`src/rtl/rq_pkg.sv`:
```
// Shared types for the requantizing stage.
// Assumes: nothing beyond IEEE 1800-2017 packages.
package rq_pkg;

    // Which way the quantizer resolved the current sum
    typedef enum logic [1:0] {
        Q_PASS    = 2'd0,
        Q_CLIP_HI = 2'd1,
        Q_CLIP_LO = 2'd2
    } qstat_e;

endpackage

```
`src/rtl/rq_quantizer.sv`:
```
// Window quantizer with amplitude clamp.
// Takes the OUT_W-bit window of the sum that starts at bit QLSB. When the
// bits above the window are not pure sign extension, the code clamps to the
// signed maximum or minimum, depending on the sign of the sum.
// Assumes: SUM_W >= QLSB + OUT_W + 1, so at least one guard bit sits above
// the window.
module rq_quantizer
    import rq_pkg::*;
#(
    parameter int SUM_W = 22,
    parameter int OUT_W = 8,
    parameter int QLSB  = 12
) (
    input  logic signed [SUM_W-1:0] sum_i,
    output logic signed [OUT_W-1:0] code_o,
    output qstat_e                  stat_o
);

    localparam int QTOP   = QLSB + OUT_W - 1;
    localparam int HEAD_W = SUM_W - QTOP;
    localparam logic signed [OUT_W-1:0] CODE_MAX = {1'b0, {(OUT_W-1){1'b1}}};
    localparam logic signed [OUT_W-1:0] CODE_MIN = {1'b1, {(OUT_W-1){1'b0}}};

    logic [HEAD_W-1:0] head;
    assign head = sum_i[SUM_W-1:QTOP];

    // Pick the window, or the clamp code when the guard bits disagree
    always_comb begin
        stat_o = Q_PASS;
        code_o = sum_i[QTOP:QLSB];
        if (head != {HEAD_W{sum_i[SUM_W-1]}}) begin
            if (sum_i[SUM_W-1]) begin
                stat_o = Q_CLIP_LO;
                code_o = CODE_MIN;
            end else begin
                stat_o = Q_CLIP_HI;
                code_o = CODE_MAX;
            end
        end
    end

endmodule

```
`src/rtl/rq_residual.sv`:
```
// Residual former: subtracts the chosen code, scaled back up to bit QLSB,
// from the sum. The result is the error this loop keeps for itself and hands
// on to a following stage.
// Assumes: SUM_W >= QLSB + OUT_W + 1; the residual of a clamped sum fits
// SUM_W bits.
module rq_residual #(
    parameter int SUM_W = 22,
    parameter int OUT_W = 8,
    parameter int QLSB  = 12
) (
    input  logic signed [SUM_W-1:0] sum_i,
    input  logic signed [OUT_W-1:0] code_i,
    output logic signed [SUM_W-1:0] resid_o
);

    localparam int PAD = SUM_W - OUT_W - QLSB;

    logic signed [SUM_W-1:0] code_ext;

    // Place the code back at its weight; a window at bit 0 needs no low fill
    generate
        if (QLSB > 0) begin : g_shifted
            assign code_ext = {{PAD{code_i[OUT_W-1]}}, code_i, {QLSB{1'b0}}};
        end else begin : g_unshifted
            assign code_ext = {{PAD{code_i[OUT_W-1]}}, code_i};
        end
    endgenerate

    // Error left after the code is taken out
    assign resid_o = sum_i - code_ext;

endmodule

```
`src/rtl/rq_stage.sv`:
```
// First-order requantizing stage. On each valid edge it adds the incoming
// error word to the stored residual, quantizes and clamps the sum to an
// OUT_W-bit code, and stores the new residual. Code and residual are both
// registered outputs. The residual output can drive the input of another
// copy of this stage.
// Assumes: synchronous active-low reset; err_i is steady around each edge.
module rq_stage
    import rq_pkg::*;
#(
    parameter int SUM_W = 22,
    parameter int OUT_W = 8,
    parameter int QLSB  = 12
) (
    input  logic                    clk,
    input  logic                    rst_n,
    input  logic                    in_valid,
    input  logic signed [SUM_W-1:0] err_i,
    output logic signed [OUT_W-1:0] code_o,
    output logic signed [SUM_W-1:0] resid_o
);

    localparam logic signed [OUT_W-1:0] CODE_MAX = {1'b0, {(OUT_W-1){1'b1}}};
    localparam logic signed [OUT_W-1:0] CODE_MIN = {1'b1, {(OUT_W-1){1'b0}}};

    logic signed [SUM_W-1:0] acc_q;
    logic signed [OUT_W-1:0] code_q;
    logic signed [SUM_W-1:0] sum;
    logic signed [OUT_W-1:0] code_next;
    logic signed [SUM_W-1:0] resid_next;
    qstat_e                  q_stat;

    // Loop adder; wraps at SUM_W bits
    assign sum = err_i + acc_q;

    rq_quantizer #(.SUM_W(SUM_W), .OUT_W(OUT_W), .QLSB(QLSB)) u_quant (
        .sum_i  (sum),
        .code_o (code_next),
        .stat_o (q_stat)
    );

    rq_residual #(.SUM_W(SUM_W), .OUT_W(OUT_W), .QLSB(QLSB)) u_resid (
        .sum_i   (sum),
        .code_i  (code_next),
        .resid_o (resid_next)
    );

    // Loop state and output code, advanced only by valid samples
    always_ff @(posedge clk) begin
        if (!rst_n) begin
            acc_q  <= '0;
            code_q <= '0;
        end else if (in_valid) begin
            acc_q  <= resid_next;
            code_q <= code_next;
        end
    end

    assign code_o  = code_q;
    assign resid_o = acc_q;


    rst_clear_chk: assert property (@(posedge clk)
        !rst_n |=> (code_o == '0 && resid_o == '0));


    idle_hold_chk: assert property (@(posedge clk) disable iff (!rst_n)
        !in_valid |=> ($stable(code_o) && $stable(resid_o)));


    clip_hi_chk: assert property (@(posedge clk) disable iff (!rst_n)
        (in_valid && q_stat == Q_CLIP_HI) |=> (code_o == CODE_MAX));


    clip_lo_chk: assert property (@(posedge clk) disable iff (!rst_n)
        (in_valid && q_stat == Q_CLIP_LO) |=> (code_o == CODE_MIN));


    resid_span_chk: assert property (@(posedge clk) disable iff (!rst_n)
        (in_valid && q_stat == Q_PASS) |=>
            (!resid_o[SUM_W-1] && (resid_o >>> QLSB) == '0));


    code_reg_chk: assert property (@(posedge clk) disable iff (!rst_n)
        (in_valid && $past(rst_n)) |=> (code_o == $past(code_next)));

endmodule

```
`config.mk`:
```
export PLATFORM = sky130hd
export DESIGN_NAME = rq_stage
export DESIGN_NICKNAME = d
export VERILOG_FILES = /design/src/rtl/rq_pkg.sv /design/src/rtl/rq_quantizer.sv /design/src/rtl/rq_residual.sv /design/src/rtl/rq_stage.sv
export SDC_FILE = /design/constraint.sdc
export NUM_CORES = 1
export LEC_CHECK = 0
export BUFFER_PORTS_ARGS = -buffer_cell sky130_fd_sc_hd__buf_2
export CAP_MARGIN = 40
export CORE_ASPECT_RATIO = 1.1
export CORE_MARGIN = 3
export CORE_UTILIZATION = 45
export DETAILED_ROUTE_END_ITERATION = 6
export GPL_ROUTABILITY_DRIVEN = 0
export PLACE_DENSITY_LB_ADDON = 0.05
export SYNTH_ARGS = -nofsm -noshare
export SYNTH_HDL_FRONTEND = slang
export SYNTH_HIERARCHICAL = 1
export SYNTH_SLANG_ARGS = --single-unit
```
`constraint.sdc`:
```
create_clock -name clk -period 6.8 [get_ports clk]
set_clock_uncertainty 0.15 [all_clocks]
set_input_delay 1.36 -clock clk [delete_from_list [all_inputs] [get_ports clk]]
set_output_delay 1.36 -clock clk [all_outputs]
set_load 0.05 [all_outputs]
```
==> impl_results.md, run 1 <==
* Status: complete, no violations
* Drt total wl at 6.158 mm
* Setup Viol. Count Final at 0
* WP data required at 6.87 ns
* Clk sinks at 30
* Pin count of the biggest net entering global routing at 31
* Ys Warns at 6
* Nets@finish at 426
* Core box area at 5878 sq um
* Vias per cell at 5.257
* Initial Util at 0.4753
* Fillers at just over 600
* Area Overhead vs Synth at 12.54%
* First-pass GRT wire length at 10.35 mm
* Std cell rows at 29
* Post-DRT Antenna Nets at 0
* Die area at 7191 sq um
* Total track usage at 0.1833
* HP Class: reg2reg
* F_max at 0.1692 GHz
* Hold Buf Count CTS at 0
* Lkg Pwr at 1.571 nW
* Avg Cell Area, Syn at 8.518 sq um
* Max_slew headroom at 0.4376
* Cell area power density at 567.5 nW/um^2
* Pre-antenna DRT Iters at 4
* Maxcap violations at 0
* Tmin final at 5.912 ns
* Via count of the routed design at 2350
* Die height at 88.64 microns
* Finished Core Util at 0.5349
* Tcrit/Tclk final at 0.8694
* Worst Setup SP: err_i[8]
* Total Power at 1.784 mW
* CTS tree: built
* H-Tree Level Count at 2
* Slew Limit Fails at 0
* Cts repair resizes at 0
* Worst R2R Setup Slack at 1.74 ns
* Worst R2R Path Depth at 20
* Crit Path Max Fanout at 9
* Synthesized cell area at 2794 sq um
* ANT cells at 0
* Post-route DRC at 0
* Vias in the first global route at roughly 2.2k
* Later-pin clock latency in the skew report at 0.28 ns
* # port buffers at 54
* RSZ-0062 raised after global routing: false
* Maximum VDD drop at 266.2 uV
* Antenna violations before repair at 0
* Worst hold slack at 0.3662 ns
* Startpoint types: input pin
* Setup bufs post-CTS at 0
* Slew of the pin with the lowest slew margin at 0.8375 ns
* Clk root buf: clkbuf_8
* Die X at 81.13 microns
* FF-to-FF Start: resid_o[8]
* Share of layout cells above drive strength 1 at 0.2054
* CP Capture Type: register
* Worst R2R End: resid_o[20]
* Setup CP Type: in2reg
* TritonCTS buffer count at 5
* Max Root-Sink Buffers at 2
* I/O Pins at 55
* Mapped Nets at 385
* DP HPWL at 4.909 mm
* DR WL/cell at 13.78 microns
* Setup crit end: resid_o[20]
* Arr. time, crit path at roughly 6 ns
* DRT iter0 DRCs at between 70 and 80
* Final setup TNS at 0 ns
* Gr ovfl total at 0
* Clock slew at reported path FFs at 0.07 ns
* Synthesized instance count at 328
* Final hold violations at 0
## per-layer routing
metal / GRT usage / vias up / wire length (microns)
li1: - / 1229 / -
met1: 0.2181 / 1072 / 2563
met2: 0.3308 / 41 / 3255
met3: 0.03666 / 8 / 238
met4: 0.05376 / 0 / 101
met5: 0 / - / 0
## cell type report
class / instances / area (sq um) / area share
Tap cell: 77 / 96.34 / 0.03064
Inverter: 20 / 75.07 / 0.02388
Clock inverter: 1 / 5.005 / 0.001592
Clock buffer: 7 / 86.33 / 0.02746
Sequential cell: 30 / 600.6 / 0.1910
Timing Repair Buffer: 57 / 312.8 / 0.09948
Multi-Input combinational cell: 255 / 1968 / 0.6259
## report_power, final
part           internal, mW  switching (mW)  total, mW
Clock                0.0817          0.0723      0.154
Sequential            0.229          0.0323      0.261
Combinational         0.549           0.821       1.37
## stage by stage
stage          cell area (sq um)  std cells  worst slack [ns]
2_1_floorplan               2794        328             1.260
3_3_place_gp                3025        438            0.6212
3_5_place_dp                3053        439            0.5490
4_1_cts                     3144        447            0.8557
5_1_grt                     3144        447            0.4642
6_report                    3144        447            0.8881
## critical path: stages
cell      delay [ns]
buf_2           0.10
ha_1            0.36
nand3_1         0.13
nor4_1          0.52
o311ai_2        0.19
a211oi_1        0.26
or2_2           0.16
a21oi_1         0.07
xnor2_1         0.54
a21boi_0        0.20
o22ai_1         0.23
ha_1            0.20
inv_1           0.05
fa_1            0.41
a21oi_2         0.19
o211ai_1        0.12
or3_1           0.32
a31oi_1         0.22
xnor2_1         0.14
mux2i_1         0.08
nor2b_1         0.10
## worst min path at each step
stage / to / start / cells past startpoint
final: code_o[4] / code_o[4] / 2
after global routing: code_o[2] / code_o[2] / 2
after CTS: code_o[4] / code_o[4] / 2
after detailed placement: code_o[4] / code_o[4] / 2
after global placement: code_o[7] / code_o[7] / 2
after floorplan: code_o[1] / code_o[1] / 2
## registers in the layout, indices dropped and copies added (netlist names)
name / cells
code_o: 8
resid_o: 22
## cells in the final DEF, fill, tap and decap left out, types with 6 or more instances in the layout
| cell | instances |
|---|---|
| a21boi_0 | 6 |
| a21o_1 | 9 |
| a21oi_1 | 22 |
| buf_2 | 54 |
| clkbuf_8 | 6 |
| dfxtp_1 | 30 |
| ha_1 | 30 |
| inv_1 | 20 |
| mux2i_1 | 30 |
| nand2_1 | 11 |
| nand3_1 | 6 |
| nor2_1 | 20 |
| nor2b_1 | 31 |
| o21ai_0 | 7 |
| o22ai_1 | 7 |
| xnor2_1 | 19 |
| xor2_1 | 10 |
(Power assumes the default switching activity.)
==> run 2, diff against run 1 <==
- ABC_AREA: default -> 1
==> impl_results.md, run 2 <==
* Status: complete, no violations
* Slew Limit Fails at 0
* # port buffers at 54
* Setup CP Type: in2reg
* Clock slew at reported path FFs at 0.08 ns
* Gr ovfl total at 0
* Tmin final at 4.342 ns
* Maxcap violations at 0
* Area Overhead vs Synth at 12.16%
* Slew of the pin with the lowest slew margin at 0.5582 ns
* Max FFs per register at 22
* RSZ-0062 raised after global routing: false
* Final hold violations at 0
* Std cell rows at 31
* H-Tree Level Count at 2
* Cts repair resizes at 0
* Hold endpoint: code_o[6]
* CP Capture Type: register
* Pre-antenna DRT Iters at 4
* Maximum VDD drop at 399.8 uV
* Max_slew headroom at 0.6274
* DR WL/cell at between 10 and 15 microns
* Clk root buf: clkbuf_8
* Core box area at 6827 sq um
* TritonCTS buffer count at 5
* Via count of the routed design at 3381
* Synthesized instance count at between 500 and 600
* FF-to-FF Start: resid_o[0]
* CTS tree: built
* Hold Buf Count CTS at 0
* Finished Core Util at 0.5378
* ANT cells at 0
* Die area at 8334 sq um
* Worst R2R Path Depth at 24
* Mapped Nets at 613
* Avg Cell Area, Syn at between 5 and 6 sq um
* Most common cell after layout, fill and taps aside: nand2_1
* Area post-placement at 3528 sq um
* Die X at 87.32 microns
* Fillers at 740
* Ys Warns at 6
* Tcrit/Tclk final at 0.6386
* Post-route DRC at 0
* Clk sinks at 30
* Lkg Pwr at 2.176 nW
* Cell area power density at between 500 and 600 nW/um^2
* Hold Startpoint: code_o[6]
* HP Class: reg2reg
* Crit Path Max Fanout at 7
* Antenna violations before repair at 0
* Synthesized cell area at 3273 sq um
* WP data required at 6.83 ns
* Nets@finish at approximately 650
* F_max at 0.2303 GHz
* Later-pin clock latency in the skew report at 0.29 ns
* Worst R2R Setup Slack at roughly 3.3 ns
* Worst R2R End: resid_o[17]
* Setup Viol. Count Final at 0
* Vias per cell at between 4 and 5
* Pin count of the biggest net entering global routing at 31
* Worst Setup SP: err_i[0]
* Total track usage at 0.2206
* I/O Pins at 55
* Drt total wl at 8.777 mm
* Final setup TNS at 0 ns
* DRT iter0 DRCs at 166
* Commonest cells after routing, fill and taps aside: nand2_1 (169), nor2_1 (84), inv_1 (80)
* Max Root-Sink Buffers at 2
* Die height at approximately 95 microns
* Startpoint types: input pin
* First-pass GRT wire length at 14.56 mm
* Finished Cell Area at approximately 3700 sq um
* Share of layout cells above drive strength 1 at 0.1776
* DP HPWL at 7.069 mm
* Setup bufs post-CTS at 0
* Vias in the first global route at 3179
* Arr. time, crit path at between 4 and 5 ns
* Post-DRT Antenna Nets at 0
* Initial Util at 0.4795
* Hold path depth at 2
==> run 2: area by class of cell <==
class                   instances  area (sq um)  area share
repair buffers                 55         285.3     0.07771
flip-flops and latches         30         600.6      0.1636
well taps                      82         102.6     0.02795
inverters                      88         330.3     0.08998
clock buffers                   6         82.58     0.02249
multi-input cells             416          2210      0.6019
clock inverters                 2         60.06     0.01636
==> run 2: routing by layer <==
metal / wire (microns) / track usage / share of wire
met1: 4195 / 0.2852 / 0.48
met2: 4068 / 0.3794 / 0.46
met3: 316 / 0.02679 / 0.036
met4: 196 / 0.06777 / 0.022
met5: 0 / 0 / 0
==> run 2: through the flow <==
| stage | setup slack, ns | hold slack, ns | instances | total power, mW |
|---|---|---|---|---|
| floorplan | 2.596 | 0.5975 | 556 | 1.550 |
| global placement | 2.170 | 0.3279 | 670 | 1.862 |
| detailed placement | 2.156 | 0.3302 | 671 | 1.869 |
| CTS | 2.453 | 0.3603 | 679 | 2.116 |
| global route | 2.066 | 0.3813 | 679 | 2.342 |
| finish | 2.458 | 0.3538 | 679 | 2.118 |
==> run 2: report_power, final <==
part / internal (mW) / leakage (nW) / switching, mW
clock: 0.156 / 0.0714 / 0.0795
combinational: 0.530 / 1.86 / 1.09
sequential: 0.224 / 0.250 / 0.0381
total: 0.910 / 2.18 / 1.21
==> run 2: how the worst max path moves through the flow <==
stage / to / cells after the start
after floorplan: resid_o[18] / 25
after global placement: resid_o[20] / 26
after detailed placement: resid_o[20] / 26
after CTS: resid_o[19] / 25
after global routing: resid_o[20] / 26
final: resid_o[17] / 25
==> run 2: critical path: stages <==
cell	delay, ns
buf_2	0.08
ha_1	0.20
inv_1	0.07
fa_1	0.40
inv_1	0.11
nand3_1	0.07
nand3_1	0.16
nand2_1	0.10
nand3_1	0.08
nand2_1	0.05
nand2_1	0.17
nand2_2	0.09
nand2_4	0.09
nand2_1	0.07
nand2_1	0.10
inv_1	0.05
ha_1	0.34
nand2_1	0.13
nand3_1	0.15
nand2_1	0.11
nand2_1	0.05
nand2_1	0.06
nand2_1	0.08
nor2_1	0.12
nor2_1	0.06
==> run 3, diff against run 2 <==
- clock period: 6.8 -> 4.5 ns (I/O delays scaled with it)
==> impl_results.md, run 3 (synthesis gave the netlist of run 2 again) <==
* CTS tree: built
* TritonCTS buffer count at 5
* Post-Place Cells at about 670
* Clk sinks at 30
* Cell area power density at 873.4 nW/um^2
* Post-DRT Antenna Nets at 0
* Max FFs per register at 22
* Die height at 95.45 microns
* Antenna violations before repair at 0
* Pre-antenna DRT Iters at 4
* RSZ-0062 raised after global routing: false
* Final setup TNS at 0 ns
* Final hold violations at 0
* First-pass GRT wire length at 14.50 mm
* Cts repair resizes at 0
* ANT cells at 0
* Area Overhead vs Synth at 12.16%
* Lkg Pwr at 2.176 nW
* # port buffers at 54
* Setup bufs post-CTS at 0
* DRT iter0 DRCs at 164
* Clock slew at reported path FFs at 0.08 ns
* Crit Path Max Fanout at 7
* Total Power at 3.206 mW
* Die area at 8334 sq um
* Initial Util at 0.4795
* Finished Core Util at 0.5378
* Setup Viol. Count Final at 0
* Max_slew headroom at 0.6266
* WP data required at around 4.5 ns
* CP Capture Type: register
* Hold Buf Count CTS at 0
* Core box area at 6827 sq um
* Die X at 87.32 microns
* Status: complete, no violations
* Vias per cell at 5.009
* Maximum VDD drop at 647.9 uV
* Worst hold slack at 0.3552 ns
* Most common cell after layout, fill and taps aside: nand2_1
* H-Tree Level Count at 2
* HP Class: reg2reg
* DP HPWL at 7.062 mm
* Later-pin clock latency in the skew report at 0.29 ns
* Drt total wl at just under 9 mm
* Slew of the pin with the lowest slew margin at 0.5594 ns
* Nets@finish at 653
* Gr ovfl total at 0
* Commonest cells after routing, fill and taps aside: nand2_1 (169), nor2_1 (84), inv_1 (80)
* Tcrit/Tclk final at 0.8698
* Finished Cell Area at 3671 sq um
* PnR worst setup slack at 0.5858 ns
* Final cell count without fillers at 679
* Max Root-Sink Buffers at 2
* Startpoint types: input pin
* Area post-placement at 3528 sq um
* I/O Pins at 55
* Std cell rows at 31
* Via count of the routed design at 3401
* Post-route DRC at 0
* Worst slack, placed at roughly 0.32 ns
* Vias in the first global route at 3197
* Tmin final at 3.914 ns
* Maxcap violations at 0
* DR WL/cell at around 13 microns
* Pin count of the biggest net entering global routing at 31
* Share of layout cells above drive strength 1 at 0.1776
* Arr. time, crit path at about 3.9 ns
* Clk root buf: clkbuf_8
* F_max at 0.2555 GHz
* Total track usage at 0.2200
* Slew Limit Fails at 0
* Setup CP Type: in2reg
==> run 3: cell counts in the layout (fill, tap and decap cells not counted) <==
Identical to the previous run, type by type.
==> run 3: cell type report <==
type / count / area (sq um)
repair buffers: 55 / 285.3
well taps: 82 / 102.6
inverters: 88 / 330.3
flip-flops and latches: 30 / 600.6
fillers: 739 / 3156
clock inverters: 2 / 60.06
multi-input cells: 416 / 2210
clock buffers: 6 / 82.58
==> run 3: worst max-delay path, stage by stage <==
cell     delay [ns]
buf_2          0.08
ha_1           0.21
inv_1          0.07
fa_1           0.41
inv_1          0.11
nand3_1        0.07
nand3_1        0.17
nand2_1        0.10
nand3_1        0.08
nand2_1        0.05
nand2_1        0.17
nand2_2        0.09
nand2_4        0.09
nand2_1        0.07
nand2_1        0.10
inv_1          0.05
ha_1           0.35
nand2_1        0.13
nand3_1        0.16
nand2_1        0.11
nand2_1        0.05
nand2_1        0.05
nand2_1        0.08
nor2_1         0.12
nor2_1         0.06
==> run 3: final timing paths <==
check,slack (ns),end,cells after the start,start
worst max-delay path,0.59,resid_o[17],25,err_i[0]
worst min-delay path,0.36,code_o[6],2,code_o[6]
worst max register to register,0.92,resid_o[17],24,resid_o[0]
worst min register to register,0.36,code_o[6],2,code_o[6]
==> run 3: metal layers <==
metal / track usage / wire length (microns) / share of wire / up-vias
li1: - / - / - / 1777
met1: 0.2821 / 4210 / 0.48 / 1512
met2: 0.3700 / 4027 / 0.46 / 92
met3: 0.03111 / 376 / 0.042 / 20
met4: 0.08440 / 235 / 0.027 / 0
met5: 0 / 0 / 0 / -
==> run 3: power breakdown <==
part	switching [mW]	leakage, nW	internal, mW
registers	0.0566	0.250	0.338
clock network	0.120	0.0714	0.236
logic	1.65	1.86	0.801
